### src/rtl/evt_timer_pkg.sv
package evt_timer_pkg;

   localparam int SEL_W  = 3;
   localparam int N_SRC  = 2;
   localparam int SRC_A  = 0;
   localparam int SRC_C  = 1;
   localparam int CMD_ON   = 0;
   localparam int CMD_OFF  = 1;
   localparam int CMD_TRIG = 2;

   typedef enum logic [2:0] {
      AD_MODE = 3'd0,
      AD_CMPA = 3'd1,
      AD_CMPC = 3'd2,
      AD_CMD  = 3'd3,
      AD_MSET = 3'd4,
      AD_MCLR = 3'd5,
      AD_STAT = 3'd6,
      AD_CNT  = 3'd7
   } reg_addr_e;

   // bit 4 halt-on-C, bit 3 reload-on-C, bits 2:0 tick select
   typedef struct packed {
      logic             halt;
      logic             reload;
      logic [SEL_W-1:0] sel;
   } mode_t;

endpackage

### src/rtl/evt_timer_prescale.sv
module evt_timer_prescale
   import evt_timer_pkg::*;
#(
   parameter int N_DIV     = 4,
   parameter int LOG_FIRST = 1,
   parameter int LOG_STEP  = 2
) (
   input  logic             clk,
   input  logic             rst_n,
   input  logic             slow_tick,
   input  logic [SEL_W-1:0] sel,
   output logic             tick
);
   localparam int DIV_W = LOG_FIRST + LOG_STEP * (N_DIV - 1);

   if (LOG_FIRST < 1 || LOG_STEP < 1) begin : g_bad_log
      $error("prescaler tap spacing must be at least one bit");
   end
   if (N_DIV + 1 > (1 << SEL_W)) begin : g_bad_sel
      $error("tick select field too narrow for the divider count");
   end

   logic [DIV_W-1:0] div_q;
   logic [N_DIV-1:0] tap;

   always_ff @(posedge clk or negedge rst_n) begin
      if (!rst_n) div_q <= '0;
      else        div_q <= div_q + DIV_W'(1);
   end

   for (genvar gi = 0; gi < N_DIV; gi++) begin : g_tap
      localparam int LG = LOG_FIRST + LOG_STEP * gi;
      assign tap[gi] = &div_q[LG-1:0];
   end

   always_comb begin
      tick = 1'b0;
      for (int i = 0; i < N_DIV; i++) begin
         if (sel == SEL_W'(i)) tick = tap[i];
      end
      if (sel == SEL_W'(N_DIV)) tick = slow_tick;
   end

   // the fastest tap alternates high and low
   p_div2_alt_r9: assert property (@(posedge clk) disable iff (!rst_n)
      (sel == '0 && $stable(sel) && tick) |=> (sel != '0 || !tick));

endmodule

### src/rtl/evt_timer_core.sv
module evt_timer_core #(
   parameter int WIDTH = 16
) (
   input  logic             clk,
   input  logic             rst_n,
   input  logic             tick,
   input  logic             cmd_on,
   input  logic             cmd_off,
   input  logic             cmd_trig,
   input  logic             reload,
   input  logic             halt,
   input  logic [WIDTH-1:0] cmp_a,
   input  logic [WIDTH-1:0] cmp_c,
   output logic [WIDTH-1:0] count,
   output logic             wave,
   output logic             hit_a,
   output logic             hit_c
);
   logic             clk_on_q;
   logic             run_q;
   logic [WIDTH-1:0] cnt_q;
   logic             wave_q;
   logic             adv;

   assign adv   = tick && clk_on_q && run_q && !cmd_trig;
   assign hit_a = adv && (cnt_q == cmp_a);
   assign hit_c = adv && (cnt_q == cmp_c);

   always_ff @(posedge clk or negedge rst_n) begin
      if (!rst_n) begin
         clk_on_q <= 1'b0;
         run_q    <= 1'b0;
         cnt_q    <= '0;
         wave_q   <= 1'b0;
      end else begin
         if (cmd_off)     clk_on_q <= 1'b0;
         else if (cmd_on) clk_on_q <= 1'b1;

         if (cmd_trig)            run_q <= 1'b1;
         else if (hit_c && halt)  run_q <= 1'b0;

         if (cmd_trig)                  cnt_q <= '0;
         else if (hit_c && halt)        cnt_q <= cnt_q;
         else if (hit_c && reload)      cnt_q <= '0;
         else if (adv)                  cnt_q <= cnt_q + WIDTH'(1);

         if (cmd_trig)   wave_q <= 1'b0;
         else if (hit_c) wave_q <= 1'b0;
         else if (hit_a) wave_q <= 1'b1;
      end
   end

   assign count = cnt_q;
   assign wave  = wave_q;

   p_off_wins_r2: assert property (@(posedge clk) disable iff (!rst_n)
      cmd_off |=> !clk_on_q);
   p_trig_zero_r2: assert property (@(posedge clk) disable iff (!rst_n)
      cmd_trig |=> (cnt_q == '0 && !wave_q));
   p_idle_hold_r2: assert property (@(posedge clk) disable iff (!rst_n)
      (!clk_on_q && !cmd_trig) |=> $stable(cnt_q));
   p_reload_zero_r3: assert property (@(posedge clk) disable iff (!rst_n)
      (hit_c && reload && !halt) |=> (cnt_q == '0));
   p_halt_hold_r4: assert property (@(posedge clk) disable iff (!rst_n)
      (hit_c && halt) |=> (!run_q && $stable(cnt_q)));
   p_wave_clear_r8: assert property (@(posedge clk) disable iff (!rst_n)
      hit_c |=> !wave_q);

endmodule

### src/rtl/evt_timer_irq.sv
module evt_timer_irq
   import evt_timer_pkg::*;
(
   input  logic             clk,
   input  logic             rst_n,
   input  logic [N_SRC-1:0] evt,
   input  logic             rd_clr,
   input  logic             mask_set,
   input  logic             mask_clr,
   input  logic [N_SRC-1:0] mask_bits,
   output logic [N_SRC-1:0] stat,
   output logic [N_SRC-1:0] mask,
   output logic             irq
);
   logic [N_SRC-1:0] stat_q;
   logic [N_SRC-1:0] mask_q;

   always_ff @(posedge clk or negedge rst_n) begin
      if (!rst_n) begin
         stat_q <= '0;
         mask_q <= '0;
      end else begin
         stat_q <= (rd_clr ? '0 : stat_q) | evt;
         if (mask_clr)      mask_q <= mask_q & ~mask_bits;
         else if (mask_set) mask_q <= mask_q | mask_bits;
      end
   end

   assign stat = stat_q;
   assign mask = mask_q;
   assign irq  = |(stat_q & mask_q);

   p_read_clear_r6: assert property (@(posedge clk) disable iff (!rst_n)
      (rd_clr && evt == '0) |=> (stat_q == '0));
   p_sticky_r6: assert property (@(posedge clk) disable iff (!rst_n)
      !rd_clr |=> ((stat_q & $past(stat_q)) == $past(stat_q)));
   p_irq_drop_r7: assert property (@(posedge clk) disable iff (!rst_n)
      (rd_clr && evt == '0) |=> !irq);
   p_mask_off_r7: assert property (@(posedge clk) disable iff (!rst_n)
      (mask_clr && mask_bits == '1) |=> !irq);

endmodule

### src/rtl/evt_timer_chan.sv
module evt_timer_chan
   import evt_timer_pkg::*;
#(
   parameter int WIDTH     = 16,
   parameter int N_DIV     = 4,
   parameter int LOG_FIRST = 1,
   parameter int LOG_STEP  = 2
) (
   input  logic             clk,
   input  logic             rst_n,
   input  logic             slow_tick,
   input  logic             wr_en,
   input  logic             rd_en,
   input  logic [2:0]       addr,
   input  logic [WIDTH-1:0] wdata,
   output logic [WIDTH-1:0] rdata,
   output logic             irq,
   output logic             wave_out
);
   localparam int MODE_W = $bits(mode_t);

   if (WIDTH < 8 || WIDTH < MODE_W) begin : g_bad_width
      $error("data width must hold the mode field and an 8-bit mask write");
   end

   reg_addr_e        ad;
   mode_t            mode_q;
   logic [WIDTH-1:0] cmpa_q, cmpc_q, rdata_q, count;
   logic [N_SRC-1:0] stat, mask, evt;
   logic             tick, cmd_wr, hit_a, hit_c;

   assign ad     = reg_addr_e'(addr);
   assign cmd_wr = wr_en && (ad == AD_CMD);

   always_ff @(posedge clk or negedge rst_n) begin
      if (!rst_n) begin
         mode_q <= '0;
         cmpa_q <= '0;
         cmpc_q <= '0;
      end else if (wr_en) begin
         case (ad)
            AD_MODE: mode_q <= mode_t'(wdata[MODE_W-1:0]);
            AD_CMPA: cmpa_q <= wdata;
            AD_CMPC: cmpc_q <= wdata;
            default: ;
         endcase
      end
   end

   always_ff @(posedge clk or negedge rst_n) begin
      if (!rst_n) rdata_q <= '0;
      else if (rd_en) begin
         case (ad)
            AD_MODE: rdata_q <= {{(WIDTH-MODE_W){1'b0}}, mode_q};
            AD_CMPA: rdata_q <= cmpa_q;
            AD_CMPC: rdata_q <= cmpc_q;
            AD_MSET: rdata_q <= {{(WIDTH-N_SRC){1'b0}}, mask};
            AD_STAT: rdata_q <= {{(WIDTH-N_SRC){1'b0}}, stat};
            AD_CNT:  rdata_q <= count;
            default: rdata_q <= '0;
         endcase
      end
   end
   assign rdata = rdata_q;

   evt_timer_prescale #(
      .N_DIV(N_DIV), .LOG_FIRST(LOG_FIRST), .LOG_STEP(LOG_STEP)
   ) u_pre (
      .clk(clk), .rst_n(rst_n), .slow_tick(slow_tick),
      .sel(mode_q.sel), .tick(tick)
   );

   evt_timer_core #(.WIDTH(WIDTH)) u_core (
      .clk(clk), .rst_n(rst_n), .tick(tick),
      .cmd_on(cmd_wr && wdata[CMD_ON]),
      .cmd_off(cmd_wr && wdata[CMD_OFF]),
      .cmd_trig(cmd_wr && wdata[CMD_TRIG]),
      .reload(mode_q.reload), .halt(mode_q.halt),
      .cmp_a(cmpa_q), .cmp_c(cmpc_q),
      .count(count), .wave(wave_out), .hit_a(hit_a), .hit_c(hit_c)
   );

   always_comb begin
      evt        = '0;
      evt[SRC_A] = hit_a;
      evt[SRC_C] = hit_c;
   end

   evt_timer_irq u_irq (
      .clk(clk), .rst_n(rst_n), .evt(evt),
      .rd_clr(rd_en && ad == AD_STAT),
      .mask_set(wr_en && ad == AD_MSET),
      .mask_clr(wr_en && ad == AD_MCLR),
      .mask_bits(wdata[N_SRC-1:0]),
      .stat(stat), .mask(mask), .irq(irq)
   );

   p_rd_latency_r10: assert property (@(posedge clk) disable iff (!rst_n)
      !rd_en |=> $stable(rdata));

endmodule

### config.mk
export PLATFORM = sky130hd
export DESIGN_NAME = evt_timer_chan
export DESIGN_NICKNAME = d
export VERILOG_FILES = /design/src/rtl/evt_timer_pkg.sv /design/src/rtl/evt_timer_prescale.sv /design/src/rtl/evt_timer_core.sv /design/src/rtl/evt_timer_irq.sv /design/src/rtl/evt_timer_chan.sv
export SDC_FILE = /design/constraint.sdc
export NUM_CORES = 1
export LEC_CHECK = 0
export CAP_MARGIN = 10
export CORE_ASPECT_RATIO = 1.75
export CORE_MARGIN = 4
export CORE_UTILIZATION = 25
export CTS_CLUSTER_DIAMETER = 40
export DETAILED_ROUTE_END_ITERATION = 8
export PLACE_DENSITY_LB_ADDON = 0.25
export SYNTH_ARGS = -nofsm -noshare
export SYNTH_HDL_FRONTEND = slang
export SYNTH_SLANG_ARGS = --single-unit
### constraint.sdc
create_clock -name clk -period 3.6 [get_ports clk]
set_clock_uncertainty 0.15 [all_clocks]
set_input_delay 0.72 -clock clk [delete_from_list [all_inputs] [get_ports clk]]
set_output_delay 0.72 -clock clk [all_outputs]
set_load 0.01 [all_outputs]
Word-level counts from Yosys, hierarchy flattened. Index checks and enable logic that the tools add are counted.

Bits in registers: 83. Word-level logic and storage cells: 84. Output and inout port bits: 18. Input bits: 24.

Bitwise logic cells: 5. Add/sub/neg operators: 2. Mux-type cells: 20. Reduce and logical (&&, ||, !) cells: 30. Equality and inequality tests: 14.

Operator list (count): one-hot mux 16 bit (6 select lines) (1); two-way mux 16 bit (4); == test 16 bit (2); adder 16 x 1 -> 16 bit, second input constant (1); == test 3 bit, second input constant (5); logical AND 1 bit (14); == test 3 x 2 -> 1 bit, second input constant (4); two-way mux 1 bit (12); AND reduction 2 bit (4); adder 7 x 1 -> 7 bit, second input constant (1); AND reduction 7 bit (1); == test 3 x 1 -> 1 bit, second input constant (2); logical NOT 3 bit (2); two-way mux 2 bit (3); nonzero test 2 bit (3); nonzero test 3 bit (2); AND reduction 5 bit (1); bitwise AND 2 bit (2); bitwise OR 2 bit (2); AND reduction 3 bit (1); inequality test 2 x 1 -> 1 bit, second input constant (1); inverter 2 bit (1); OR reduction 2 bit (1); logical NOT 1 bit (1).

Longest topological paths before layout.
Depth in word-level cells: 14. Depth in mapped cells: 11. Gate-level depth less buffers: 10.

Cells and area by module. From an unflattened synthesis, not the netlist that was laid out.

Cells, all modules: 422. Area total of the unflattened synthesis: 4561.9 µm².

By module, submodules not included: evt_timer_chan (times used 1, sequential area each 1326.3 µm², cells each 222, area an instance 2676.3 µm²); evt_timer_core (times used 1, sequential area each 475.5 µm², cells each 162, area an instance 1417.6 µm²); evt_timer_prescale (times used 1, sequential area each 175.2 µm², cells each 26, area an instance 320.3 µm²); evt_timer_irq (times used 1, sequential area each 100.1 µm², cells each 12, area an instance 147.6 µm²).

Worst setup path before layout. No wires, ideal clock.

Kind: input to register. Start: input addr[0]. End: register cmpc_q[10]. Arrival time: 2036 ps. Stages: 5. Setup slack: 1289 ps. Cells stage by stage: clkbuf_1 nand2b_1 nor2_1 buf_2 mux2_2.

Word-level cells in the longest chain between the ends: 2.

RTL lines: start, declared (RTL line evt_timer_chan.sv:14) `input logic [2:0] addr,`; == test 3 x 2 -> 1 bit (RTL line evt_timer_chan.sv:41) `case (ad)`; AND reduction 2 bit (no line); end signal, assigned (RTL line evt_timer_chan.sv:44) `AD_CMPC: cmpc_q <= wdata;`; end, declared (RTL line evt_timer_chan.sv:28) `logic [WIDTH-1:0] cmpa_q, cmpc_q, rdata_q, count;`.

No other way between the ends. A chain may end at the register's enable or synchronous reset.

Worst setup path after layout.
Start: input addr[2]. End: register u_core.cnt_q[11] (netlist: u_core.count[11]).

Word-level cells in the longest chain between the ends: 10.

RTL lines: == test 3 x 2 -> 1 bit * (RTL line evt_timer_chan.sv:33) `assign cmd_wr = wr_en && (ad == AD_CMD);`; logical AND 1 bit * (RTL line evt_timer_chan.sv:33); logical AND 1 bit * (RTL line evt_timer_chan.sv:77) `.cmd_trig(cmd_wr && wdata[CMD_TRIG]),`; logical NOT 1 bit (RTL line evt_timer_core.sv:25) `assign adv = tick && clk_on_q && run_q && !cmd_trig;`; logical AND 1 bit (RTL line evt_timer_core.sv:25); logical AND 1 bit (RTL line evt_timer_core.sv:27) `assign hit_c = adv && (cnt_q == cmp_c);`; logical AND 1 bit (RTL line evt_timer_core.sv:44) `else if (hit_c && reload) cnt_q <= '0;`; two-way mux 16 bit (RTL line evt_timer_core.sv:44); two-way mux 16 bit (RTL line evt_timer_core.sv:43) `else if (hit_c && halt) cnt_q <= cnt_q;`; two-way mux 16 bit (RTL line evt_timer_core.sv:42) `if (cmd_trig) cnt_q <= '0;`; end signal, assigned (RTL line evt_timer_core.sv:43); end signal, assigned (RTL line evt_timer_core.sv:45) `else if (adv) cnt_q <= cnt_q + WIDTH'(1);`; end, declared (RTL line evt_timer_core.sv:21) `logic [WIDTH-1:0] cnt_q;`.

Mark *: on every way between the ends. The rest lies on a longest branch, timed or not. The select of a mux whose other input is x is not followed.

==> metrics.txt <==
status completed; post-synthesis simple-gate area fraction 0.108; Slew HR 0.256; H-tree level count 3; full die area 19,700 um^2; P per Cell Area 521 nW/um^2; most common cell after layout, fill and taps aside dfrtp_1; area grow syn2layout 20.4%; Synth area leader dfrtp_1; share of layout cells above drive strength 1 0.169; register area share after synthesis 0.476; flops & latches, synth 83; post-synth top area share 0.476; Residual DRC 0; RePlAce Congestion 0.825; Design Area, Final 5250 um^2; Num CTS Buffers 9; CP Launch Type primary input; Std-Cell Rows 63; worst-skew pair later-pin latency 0.34 ns; CP arrival 2.90 ns; n_diodes 0; setup_tns 0 ns; hold endpoint u_pre.div_q[6]$_DFF_PN0_; clock power share 0.304; initial antenna violation count 0; largest family of logic cells by synthesized area compound AO/OA/AOI/OAI gates; f_max 352 MHz; Required @ worst endpoint 3.67 ns; Comb pwr share 0.228; Seq pwr share 0.468; Fillers 1,782; Hold WC Path Type flip-flop to flip-flop; CP Class primary input to flip-flop; Syn Inst Count 404; post-route ant nets 0; GRT Overall Usage 0.128; CTS root buffer clkbuf_16; Synth Area in Adders 0.0115; CP top delay family compound AO/OA/AOI/OAI gates; Post-CTS Hold Fix Bufs 0; Int Pwr 1880 uW; fin crit share 0.788; register area 2080 um^2; Die W 108 um; CTS tree done; DPL Wire Length 8.87 mm; hold depth 1; area fraction in compound gates after synthesis 0.156; drt wl/cell 18.1 um; r2r startpoint u_pre.div_q[0]$_DFF_PN0_; # IOs 42; most frequent cells in the layout dfrtp_1, mux2_2, clkdlybuf4s50_1, inv_1; Final Hold Violating Endpoints 0; xor and xnor area share after synthesis 0.0737; core area 17,000 um^2; switching fraction of total power 0.313; vias 3,266; RSZ-0062 raised after global routing false; DIE HEIGHT 183 um; first-pass GRT wire length 19.4 mm; max-slew violation count 0; Syn Nets 432; initial drt markers 230; largest net degree at the start of global routing 84; min cycle time layout 2.84 ns; post-synthesis mux area share 0.118; Worst setup EP type flip-flop; Clock Path Buffers 2; post-cts gate resize count 0; syn_area_per_cell 10.8 um^2; Critical-path top delay cell a22oi_2; r2r endpoint u_core.count[11]$_DFFE_PN0P_; critical-path maximum fanout 16; Tot Pwr 2740 uW; Initial DRT Pass Iterations 4; CTS sink cnt 83; WL final 12.1 mm; Ys Warns 0; Post-CTS Setup Bufs 0; flop2flop setup slack 0.85 ns; worst slew pin tran 1.12 ns; Multi-input gate area 2040 um^2; Clock transition at path regs 0.06 ns; Port Buffer Count 41; Worst IR Drop VDD 214 uV; leak pwr 0.00214 uW; net switching power figure 857 uW; Area after DPL 4990 um^2; hold_sp u_pre.div_q[6]$_DFF_PN0_; Final nets 468; vias in the first global route 3,368; Reg2Reg Depth 10; maxcap violations 0; Buf/Inv on CP 1; final setup vio count 0; starting density of the core 0.256; vias per inst 4.86; synth top area cells dfrtp_1, mux2_2, xor2_1; Worst path max stage delay 0.67 ns; synth unique cells 49; GRT overflow 0; Mapped Area 4360 um^2; CP cell instances clkdlybuf4s50_1 > and4b_1 > a21oi_1 > nand3_1 > a22oi_2 > nor2_1 > a311o_1
==> routing by layer <==
| layer | share of wire | vias up | GRT usage |
|---|---|---|---|
| met5 | 0 | - | 0 |
| met4 | 0.051 | 0 | 0.0748 |
| met3 | 0.024 | 26 | 0.0218 |
| met2 | 0.52 | 59 | 0.223 |
| met1 | 0.40 | 1654 | 0.146 |
| li1 | - | 1527 | - |
==> worst max-delay path by stage <==
stage	start	to	slack, ns	depth (start not counted)
floorplan	addr[0]	cmpc_q[10]$_DFFE_PN0P_	1.29	5
global placement	addr[2]	u_core.count[7]$_DFFE_PN0P_	0.50	7
detailed placement	addr[2]	u_core.count[7]$_DFFE_PN0P_	0.39	7
CTS	addr[2]	u_core.count[7]$_DFFE_PN0P_	0.76	7
global route	u_pre.div_q[0]$_DFF_PN0_	u_core.count[13]$_DFFE_PN0P_	0.51	10
finish	addr[2]	u_core.count[11]$_DFFE_PN0P_	0.76	7
==> cells in the mapped netlist (all sizes together) <==
master   count
nand4bb      1
clkbuf      12
nand2b       4
nor3b        1
a221oi       1
a41oi        1
o221ai       2
a22oi       16
o31ai        1
mux2        42
nor2        13
a31oi        8
a21oi       10
mux2i        4
a22o        15
and4b        1
nand2       16
nand4        7
o21ai       11
or3          5
xor2        17
o32ai        1
dfrtp       83
a211oi       1
a311o        3
xnor2       18
ha           4
nor3         6
nand3       14
and2         5
nand4b       1
inv         28
buf         14
and3         4
a21o         4
nor2b        2
or2          1
nor4         5
o22ai       17
a21boi       5
==> through the flow <==
stage / instances / worst slack, ns / hold slack [ns] / util
2_1_floorplan: 404 / 1.29 / 0.274 / -
3_3_place_gp: 656 / 0.501 / 0.312 / 0.293
3_5_place_dp: 656 / 0.395 / 0.322 / 0.293
4_1_cts: 672 / 0.759 / 0.335 / 0.308
5_1_grt: 672 / 0.511 / 0.352 / 0.308
6_report: 672 / 0.762 / 0.330 / 0.308
==> kinds of logic (layout without fill, tap and decap cells) <==
group	count (synthesis)	in the layout
AO/OA/AOI/OAI	96	96
XOR/XNOR	35	35
adder cells (fa/ha/maj)	4	4
buffers and inverters	54	95
flip-flops	83	83
multiplexers	46	46
AND/OR/NAND/NOR	86	86
==> power groups by stage <==
stage / Sequential (uW) / Combinational (uW) / Clock (uW)
after floorplan: 1230 / 449 / 0
after global placement: 1290 / 619 / 0
after detailed placement: 1300 / 628 / 0
after CTS: 1280 / 633 / 863
after global routing: 1300 / 686 / 907
final: 1280 / 624 / 833
==> layout make-up <==
class | instances | area share
Clock buffer | 11 | 0.0443
Clock inverter | 5 | 0.00572
Inverter | 28 | 0.0200
Multi-Input combinational cell | 267 | 0.388
Sequential cell | 83 | 0.396
Tap cell | 227 | 0.0541
Timing Repair Buffer | 51 | 0.0920
==> state kept, by name, indices dropped and copies added, names as in the netlist, named ones only <==
signal           count
rdata               16
u_core.wave          1
cmpa_q              16
u_core.run_q         1
u_pre.div_q          7
u_irq.stat           2
u_core.clk_on_q      1
u_core.count        16
mode_q               5
cmpc_q              16
No activity file was read; power rests on OpenSTA's default activity.
